[src/rtl/wtu_pkg.sv]
package wtu_pkg;
    typedef enum logic [1:0] {
        ST_IDLE   = 2'd0,
        ST_RDWAIT = 2'd1,
        ST_WRWAIT = 2'd2
    } wtu_state_e;

    localparam logic       OUT_READ    = 1'b0;
    localparam logic       OUT_WRITE   = 1'b1;
    localparam logic [1:0] IN_READREP  = 2'd0;
    localparam logic [1:0] IN_WRITEREP = 2'd1;
    localparam logic [1:0] IN_UPDATE   = 2'd2;
endpackage

[src/rtl/wtu_addr_split.sv]
module wtu_addr_split #(
    parameter int ADDR_W = 12,
    parameter int OFF_W  = 2,
    parameter int IDX_W  = 3,
    localparam int TAG_W = ADDR_W - OFF_W - IDX_W
) (
    input  logic [ADDR_W-1:0] addr,
    output logic [OFF_W-1:0]  off,
    output logic [IDX_W-1:0]  idx,
    output logic [TAG_W-1:0]  tag
);
    assign off = addr[OFF_W-1:0];
    assign idx = addr[OFF_W+IDX_W-1:OFF_W];
    assign tag = addr[ADDR_W-1:OFF_W+IDX_W];
endmodule

[src/rtl/wtu_line_store.sv]
module wtu_line_store #(
    parameter int LINES    = 8,
    parameter int WORDS    = 4,
    parameter int DATA_W   = 32,
    parameter int TAG_W    = 7,
    parameter int RD_PORTS = 2,
    localparam int IDX_W   = $clog2(LINES),
    localparam int OFF_W   = $clog2(WORDS),
    localparam int LINE_W  = WORDS * DATA_W
) (
    input  logic                               clk,
    input  logic                               rst_n,
    input  logic [RD_PORTS-1:0][IDX_W-1:0]     rd_idx,
    output logic [RD_PORTS-1:0]                rd_vld,
    output logic [RD_PORTS-1:0][TAG_W-1:0]     rd_tag,
    output logic [RD_PORTS-1:0][LINE_W-1:0]    rd_line,
    input  logic                               fill_en,
    input  logic                               patch_en,
    input  logic [IDX_W-1:0]                   wr_idx,
    input  logic [TAG_W-1:0]                   wr_tag,
    input  logic [OFF_W-1:0]                   wr_off,
    input  logic [LINE_W-1:0]                  wr_line,
    input  logic [DATA_W-1:0]                  wr_word
);
    typedef struct packed {
        logic [LINES-1:0]             vld;
        logic [LINES-1:0][TAG_W-1:0]  tag;
        logic [LINES-1:0][LINE_W-1:0] dat;
    } arr_t;

    arr_t arr_d, arr_q;

    always_comb begin
        arr_d = arr_q;
        if (fill_en) begin
            arr_d.vld[wr_idx] = 1'b1;
            arr_d.tag[wr_idx] = wr_tag;
            arr_d.dat[wr_idx] = wr_line;
        end else if (patch_en) begin
            arr_d.dat[wr_idx][int'(wr_off)*DATA_W +: DATA_W] = wr_word;
        end
    end

    always_ff @(posedge clk) begin
        if (!rst_n) arr_q <= '0;
        else        arr_q <= arr_d;
    end

    for (genvar p = 0; p < RD_PORTS; p++) begin : g_rd
        assign rd_vld[p]  = arr_q.vld[rd_idx[p]];
        assign rd_tag[p]  = arr_q.tag[rd_idx[p]];
        assign rd_line[p] = arr_q.dat[rd_idx[p]];
    end
endmodule

[src/rtl/wtu_cache_ctrl.sv]
module wtu_cache_ctrl #(
    parameter int ADDR_W  = 12,
    parameter int DATA_W  = 32,
    parameter int WORDS   = 4,
    parameter int LINES   = 8,
    localparam int OFF_W  = $clog2(WORDS),
    localparam int IDX_W  = $clog2(LINES),
    localparam int TAG_W  = ADDR_W - OFF_W - IDX_W,
    localparam int LINE_W = WORDS * DATA_W
) (
    input  logic              clk,
    input  logic              rst_n,
    input  logic              cpu_req_valid,
    input  logic              cpu_req_write,
    input  logic [ADDR_W-1:0] cpu_req_addr,
    input  logic [DATA_W-1:0] cpu_req_wdata,
    output logic              cpu_req_ready,
    output logic              cpu_rsp_valid,
    output logic [DATA_W-1:0] cpu_rsp_rdata,
    output logic              home_req_valid,
    output logic              home_req_kind,
    output logic [ADDR_W-1:0] home_req_addr,
    output logic [DATA_W-1:0] home_req_word,
    input  logic              home_msg_valid,
    input  logic [1:0]        home_msg_kind,
    input  logic [ADDR_W-1:0] home_msg_addr,
    input  logic [LINE_W-1:0] home_msg_data
);
    import wtu_pkg::*;

    typedef struct packed {
        wtu_state_e        st;
        logic [ADDR_W-1:0] pend;
        logic              o_vld;
        logic              o_kind;
        logic [ADDR_W-1:0] o_addr;
        logic [DATA_W-1:0] o_word;
        logic              r_vld;
        logic [DATA_W-1:0] r_data;
    } ctl_t;

    ctl_t ctl_d, ctl_q;

    function automatic logic [DATA_W-1:0] pick(input logic [LINE_W-1:0] ln,
                                               input logic [OFF_W-1:0]  o);
        return ln[int'(o)*DATA_W +: DATA_W];
    endfunction

    // address fields of the processor request, the incoming message and the pending request
    logic [OFF_W-1:0] cpu_off, msg_off, pend_off;
    logic [IDX_W-1:0] cpu_idx, msg_idx, pend_idx;
    logic [TAG_W-1:0] cpu_tag, msg_tag, pend_tag;

    wtu_addr_split #(.ADDR_W(ADDR_W), .OFF_W(OFF_W), .IDX_W(IDX_W)) u_split_cpu (
        .addr(cpu_req_addr), .off(cpu_off), .idx(cpu_idx), .tag(cpu_tag));
    wtu_addr_split #(.ADDR_W(ADDR_W), .OFF_W(OFF_W), .IDX_W(IDX_W)) u_split_msg (
        .addr(home_msg_addr), .off(msg_off), .idx(msg_idx), .tag(msg_tag));
    wtu_addr_split #(.ADDR_W(ADDR_W), .OFF_W(OFF_W), .IDX_W(IDX_W)) u_split_pend (
        .addr(ctl_q.pend), .off(pend_off), .idx(pend_idx), .tag(pend_tag));

    logic [1:0][IDX_W-1:0]  rd_idx;
    logic [1:0]             rd_vld;
    logic [1:0][TAG_W-1:0]  rd_tag;
    logic [1:0][LINE_W-1:0] rd_line;
    logic                   fill_en, patch_en;

    assign rd_idx[0] = cpu_idx;
    assign rd_idx[1] = msg_idx;

    wtu_line_store #(
        .LINES(LINES), .WORDS(WORDS), .DATA_W(DATA_W), .TAG_W(TAG_W), .RD_PORTS(2)
    ) u_store (
        .clk(clk), .rst_n(rst_n),
        .rd_idx(rd_idx), .rd_vld(rd_vld), .rd_tag(rd_tag), .rd_line(rd_line),
        .fill_en(fill_en), .patch_en(patch_en),
        .wr_idx(msg_idx), .wr_tag(msg_tag), .wr_off(msg_off),
        .wr_line(home_msg_data), .wr_word(home_msg_data[DATA_W-1:0])
    );

    logic cpu_hit, msg_hit, pend_match, accept;

    assign cpu_hit    = rd_vld[0] && (rd_tag[0] == cpu_tag);
    assign msg_hit    = rd_vld[1] && (rd_tag[1] == msg_tag);
    assign pend_match = (msg_tag == pend_tag) && (msg_idx == pend_idx);
    assign accept     = cpu_req_valid && (ctl_q.st == ST_IDLE);

    always_comb begin
        ctl_d       = ctl_q;
        ctl_d.o_vld = 1'b0;
        ctl_d.r_vld = 1'b0;
        fill_en     = 1'b0;
        patch_en    = 1'b0;

        // processor side: only in idle
        if (accept) begin
            if (cpu_req_write) begin
                ctl_d.o_vld  = 1'b1;
                ctl_d.o_kind = OUT_WRITE;
                ctl_d.o_addr = cpu_req_addr;
                ctl_d.o_word = cpu_req_wdata;
                if (cpu_hit) begin
                    ctl_d.st   = ST_WRWAIT;
                    ctl_d.pend = cpu_req_addr;
                end else begin
                    ctl_d.r_vld = 1'b1;
                end
            end else if (cpu_hit) begin
                ctl_d.r_vld  = 1'b1;
                ctl_d.r_data = pick(rd_line[0], cpu_off);
            end else begin
                ctl_d.o_vld  = 1'b1;
                ctl_d.o_kind = OUT_READ;
                ctl_d.o_addr = cpu_req_addr;
                ctl_d.o_word = '0;
                ctl_d.st     = ST_RDWAIT;
                ctl_d.pend   = cpu_req_addr;
            end
        end

        // home side: one message per cycle, applied in arrival order
        if (home_msg_valid) begin
            case (home_msg_kind)
                IN_UPDATE: begin
                    patch_en = msg_hit;
                end
                IN_READREP: begin
                    if (ctl_q.st == ST_RDWAIT && pend_match) begin
                        fill_en      = 1'b1;
                        ctl_d.r_vld  = 1'b1;
                        ctl_d.r_data = pick(home_msg_data, pend_off);
                        ctl_d.st     = ST_IDLE;
                    end
                end
                IN_WRITEREP: begin
                    if (ctl_q.st == ST_WRWAIT && pend_match) begin
                        patch_en    = msg_hit;
                        ctl_d.r_vld = 1'b1;
                        ctl_d.st    = ST_IDLE;
                    end
                end
                default: ;
            endcase
        end
    end

    always_ff @(posedge clk) begin
        if (!rst_n) begin
            ctl_q    <= '0;
            ctl_q.st <= ST_IDLE;
        end else begin
            ctl_q <= ctl_d;
        end
    end

    assign cpu_req_ready  = (ctl_q.st == ST_IDLE);
    assign cpu_rsp_valid  = ctl_q.r_vld;
    assign cpu_rsp_rdata  = ctl_q.r_data;
    assign home_req_valid = ctl_q.o_vld;
    assign home_req_kind  = ctl_q.o_kind;
    assign home_req_addr  = ctl_q.o_addr;
    assign home_req_word  = ctl_q.o_word;
endmodule

[config.mk]
export PLATFORM = sky130hd
export DESIGN_NAME = wtu_cache_ctrl
export DESIGN_NICKNAME = d
export VERILOG_FILES = /design/src/rtl/wtu_pkg.sv /design/src/rtl/wtu_addr_split.sv /design/src/rtl/wtu_line_store.sv /design/src/rtl/wtu_cache_ctrl.sv
export SDC_FILE = /design/constraint.sdc
export NUM_CORES = 2
export LEC_CHECK = 0
export BUFFER_PORTS_ARGS = -buffer_cell sky130_fd_sc_hd__buf_2
export CORE_ASPECT_RATIO = 2
export CORE_UTILIZATION = 40
export CTS_CLUSTER_SIZE = 30
export DETAILED_ROUTE_END_ITERATION = 10
export SYNTH_ARGS = -nofsm -noshare
export SYNTH_HDL_FRONTEND = slang
export SYNTH_HIERARCHICAL = 1
export SYNTH_SLANG_ARGS = --single-unit
[constraint.sdc]
create_clock -name clk -period 10.7 [get_ports clk]
set_input_delay 3.21 -clock clk [delete_from_list [all_inputs] [get_ports clk]]
set_output_delay 3.21 -clock clk [all_outputs]
set_load 0.01 [all_outputs]
; After elaboration in Yosys (flattened, before gate mapping)
; Index checks and enable logic that the tools add are counted.
[totals]
memories = 0
elab_cells = 102
romBits = 0
latchBits = 0
mem_bits_rw = 0
reg_bits = 1181
inputBits = 191
output_inout_bits = 80
[op_classes]
add_sub_neg = 1
shift = 4
multipliers = 0
magnitude_cmp = 3
div_mod_pow = 0
eq_ne = 10
bitwise_logic = 1
reduce_logical = 13
n_mux = 45
[ops]
columns = operator, n
row1 = bitwise mux 1024 bit, 2
row2 = 2-to-1 mux 1024 bit, 2
row3 = demux 128 bit (select 3 bit), 2
row4 = binary-select mux 128 bit (select 3 bit), 1
row5 = 2-to-1 mux 128 bit, 3
row6 = indexed part select 128 x 8 -> 32 bit, 2
row7 = variable shift 32 x 33 -> 128 bit (first input constant), 1
row8 = indexed part select 32 x 33 -> 128 bit, 1
row9 = 2-to-1 mux 33 bit, 3
row10 = 2-to-1 mux 93 bit, 1
row11 = 2-to-1 mux 32 bit, 2
row12 = 2-to-1 mux 61 bit, 1
row13 = 2-to-1 mux 60 bit, 1
row14 = bitwise mux 56 bit, 1
row15 = binary-select mux 7 bit (select 3 bit), 2
row16 = negator 7 -> 33 bit, 1
row17 = demux 7 bit (select 3 bit), 1
row18 = == test 7 bit, 3
row19 = 2-to-1 mux 7 bit, 3
row20 = 2-to-1 mux 14 bit, 1
row21 = 2-to-1 mux 1 bit, 10
row22 = < comparator 3 x 4 -> 1 bit (second input constant), 2
row23 = bitwise OR 8 bit, 1
row24 = logical AND 1 bit, 7
row25 = 15 further kinds, 23

; Longest topological paths before layout
[depth]
depth_word = 10
ltp_mapped = 16
mapped_depth_nobuf = 9

; By module
; The synthesis kept the hierarchy.
[modules_own_cells]
columns = module, cells_each, area_per_inst_um2, instances
row1 = wtu_line_store, 6167, 63309.5, 1
row2 = wtu_cache_ctrl, 603, 6132.1, 1
row3 = wtu_addr_split, 12, 90.1, 3

; Least setup slack after synthesis
; OpenSTA, ideal clock, no wires.
[synth_path]
path_type = input-to-reg
startpoint = input port home_msg_addr[2]
endpoint = register u_store/arr_q[280] in the netlist's numbering
setup_ns = 0.086
slack_ns = 4.115
required_ns = 10.614
arrival_time_ns = 6.499
path_stages = 16
n_path_buf = 8
path_cell_list = buf_4 buf_2 clkbuf_1 buf_2 mux4_2 mux2_2 xor2_1 nor4_1 o21a_1 buf_2 a21o_1 clkbuf_1 clkbuf_1 buf_1 a21oi_1 a211oi_1
[synth_lines]
columns = element, line_no
row1 = "start, declared", wtu_cache_ctrl.sv:26  ; input logic [ADDR_W-1:0] home_msg_addr,
row2 = "end signal, assigned", wtu_line_store.sv:46  ; else arr_q <= arr_d;
row3 = "end, declared", wtu_line_store.sv:31  ; arr_t arr_d, arr_q;

==> flow_summary_export.csv <==
group,metric,value,unit
route,drt_wl_total,255.1,mm
floorplan,dieWidth,281.0,um
sta,relSlewSlack,15.98,%
setup_path,reg2reg_from,"u_store/arr_q[1075]$_SDFFE_PN0P_",
route,routed_via_density,7.328,
setup_path,required,11.33,ns
setup_path,cp.arrival,8.32,ns
clock_tree,cts.path.max_buffers,3,
route,drt-initial-drc-count,8130,
setup_path,crit_path_start_kind,"input port",
yosys,syn_inst,6362,
pwr,power.leakage,0.01841,uW
clock_tree,cts_sinks,1181,
setup_path,crit_path_max_fanout,88,
clock_tree,clkTransAtPathRegs,0.07,ns
pwr,pwr_density_cell,140.7,nW/um2
sta,min_period_over_period,71.91,%
sta,period_minus_slack,7.694,ns
global_route,antenna_found_initial,30,
yosys,syn_area,62260,um2
yosys,syn_area_per_cell,9.787,um2
worst_hold_path,worstHoldStart,"home_req_word[3]$_SDFFE_PN0P_",
setup_path,r2r-end,"u_store/arr_q[125]$_SDFFE_PN0P_",
final_layout,syn2layout_area_growth,6.137,%
clock_tree,numCtsBuffers,108,
clock_tree,cts_tree,"yes",
yosys,ys_warn_count,6,
floorplan,rows,204,
route,ant_nets,0,
floorplan,ios,271,
sta,setup-tns-final,0,ns
status,status,"finished, final reports clean",
global_route,grt_pass1_vias,55330,
final_layout,final_cells,7805,
clock_tree,cts_setup_buffers,0,
setup_path,reg2regPathDepth,10,
final_layout,layout_commonest_cell,"dfxtp_1",
floorplan,core,154400,um2
route,vias,57200,
route,route.detailed.drc,0,
place,io_buffers,270,
final_layout,final_cell_mix,"dfxtp_1, a21oi_1, a211oi_1",
place,dpl_cell_area,62380,um2
pwr,peakVddDrop,0.0001345,V
worst_hold_path,whs_path_depth,2,
route,drt_first_pass_iters,6,
sta,setup_viol,0,
final_layout,nets,5844,
sta,worst_pin_slew,1.260,ns
sta,holdWs,0.4595,ns
floorplan,die_h,560.0,um
setup_path,cp-end-kind,"flop",
global_route,grt_start_max_net_pins,210,
sta,final_max_slew_viol_count,0,
sta,hold_viol_final,0,
global_route,grt_pass1_wl,372.7,mm
clock_tree,htree_levels,3,
sta,fmax,130.0,MHz
global_route,overflow,0,
clock_tree,post_cts_resize_count,0,
yosys,synth_nets,6563,
place,place_hpwl,140.8,mm
worst_hold_path,hold_path.class,"reg2reg",
global_route,grt.total_usage,31.15,%
final_layout,register_area,23650,um2
final_layout,fill_cells,14650,
final_layout,layout-drive-gt1-share,19.99,%
flow_run,max_cap_violations,0,
clock_tree,cts-hold-fix-buffers,0,
sta,rsz0062_at_grt,"no",
route,wl_per_cell,32.68,um
setup_path,worstSetupPathType,"in2reg",
setup_path,r2r_slack,6.11,ns
floorplan,start_util,40.32,%
place,finalWeightedCongestion,0.8689,
sta,clock_skew,0.04394,ns
floorplan,design.die.area,157300,um2
final_layout,multi_input_area,33620,um2
place,dp_cells,7593,
clock_tree,clock-root-buffer,"clkbuf_16",
final_layout,final_area,66080,um2
clock_tree,clk_latency,0.76,ns
worst_hold_path,hold-path-endpoint,"home_req_word[3]$_SDFFE_PN0P_",
final_layout,utilization,42.79,%
per-stage QoR:
stage | setup slack, ns | total power (uW)
floorplan | 4.253 | 4989
global placement | 2.466 | 5229
detailed placement | 2.397 | 5233
CTS | 3.173 | 9311
global route | 2.751 | 9518
finish | 3.006 | 9296
area by class of cell:
cell class | instances | share of cell area [%]
Sequential cell | 1181 | 35.78
Antenna cell | 13 | 0.04923
Clock buffer | 159 | 4.834
Timing Repair Buffer | 380 | 3.766
Inverter | 8 | 0.05869
Clock inverter | 40 | 0.7271
Multi-Input combinational cell | 3964 | 50.88
Tap cell | 2060 | 3.900
worst max-delay path: stages:
cell and delay (ns):
buf_4 0.35, buf_4 0.63, mux4_2 0.59, mux2_2 0.29
xnor2_1 0.17, nand4_1 0.12, nor4_1 0.20, o21a_1 0.59
a21o_4 0.72, buf_4 0.89, a21oi_1 0.16, a211oi_1 0.26
sequential cells by signal, summed over array words and instances, names as in the netlist:
| name | cells |
|---|---|
| home_req_valid | 1 |
| u_store/arr_q | 1088 |
| cpu_rsp_valid | 1 |
| home_req_kind | 1 |
| home_req_word | 32 |
| cpu_rsp_rdata | 32 |
| ctl_q | 14 |
| home_req_addr | 12 |
how the worst max path moves through the flow:
| stage | startpoint | end | slack [ns] | cells after the start |
|---|---|---|---|---|
| 3_3_place_gp | home_msg_addr[2] | u_store/arr_q[503]$_SDFFE_PN0P_ | 2.47 | 12 |
| 2_1_floorplan | cpu_req_addr[2] | home_req_word[0]$_SDFFE_PN0P_ | 4.25 | 15 |
| 3_5_place_dp | home_msg_addr[2] | u_store/arr_q[633]$_SDFFE_PN0P_ | 2.40 | 11 |
| 6_report | home_msg_addr[2] | u_store/arr_q[125]$_SDFFE_PN0P_ | 3.01 | 12 |
| 4_1_cts | home_msg_addr[2] | u_store/arr_q[633]$_SDFFE_PN0P_ | 3.17 | 12 |
| 5_1_grt | home_msg_addr[2] | u_store/arr_q[1018]$_SDFFE_PN0P_ | 2.75 | 12 |
routing by layer:
layer / global-route usage (%) / up-vias / part of all wire, %
met2: 50.07 / 4035 / 47
met3: 6.543 / 1185 / 10
met5: 0 / - / 0.085
met4: 20.44 / 36 / 7.0
li1: - / 23820 / -
met1: 37.36 / 28130 / 36
where the power goes:
group	internal, uW	leakage [uW]	total (uW)	switching [uW]
combinational	167	0.00707	748	581
clock	2250	0.00182	4140	1890
sequential	4400	0.00951	4410	5.85
total	6820	0.0184	9300	2470
(Power assumes the default switching activity.)
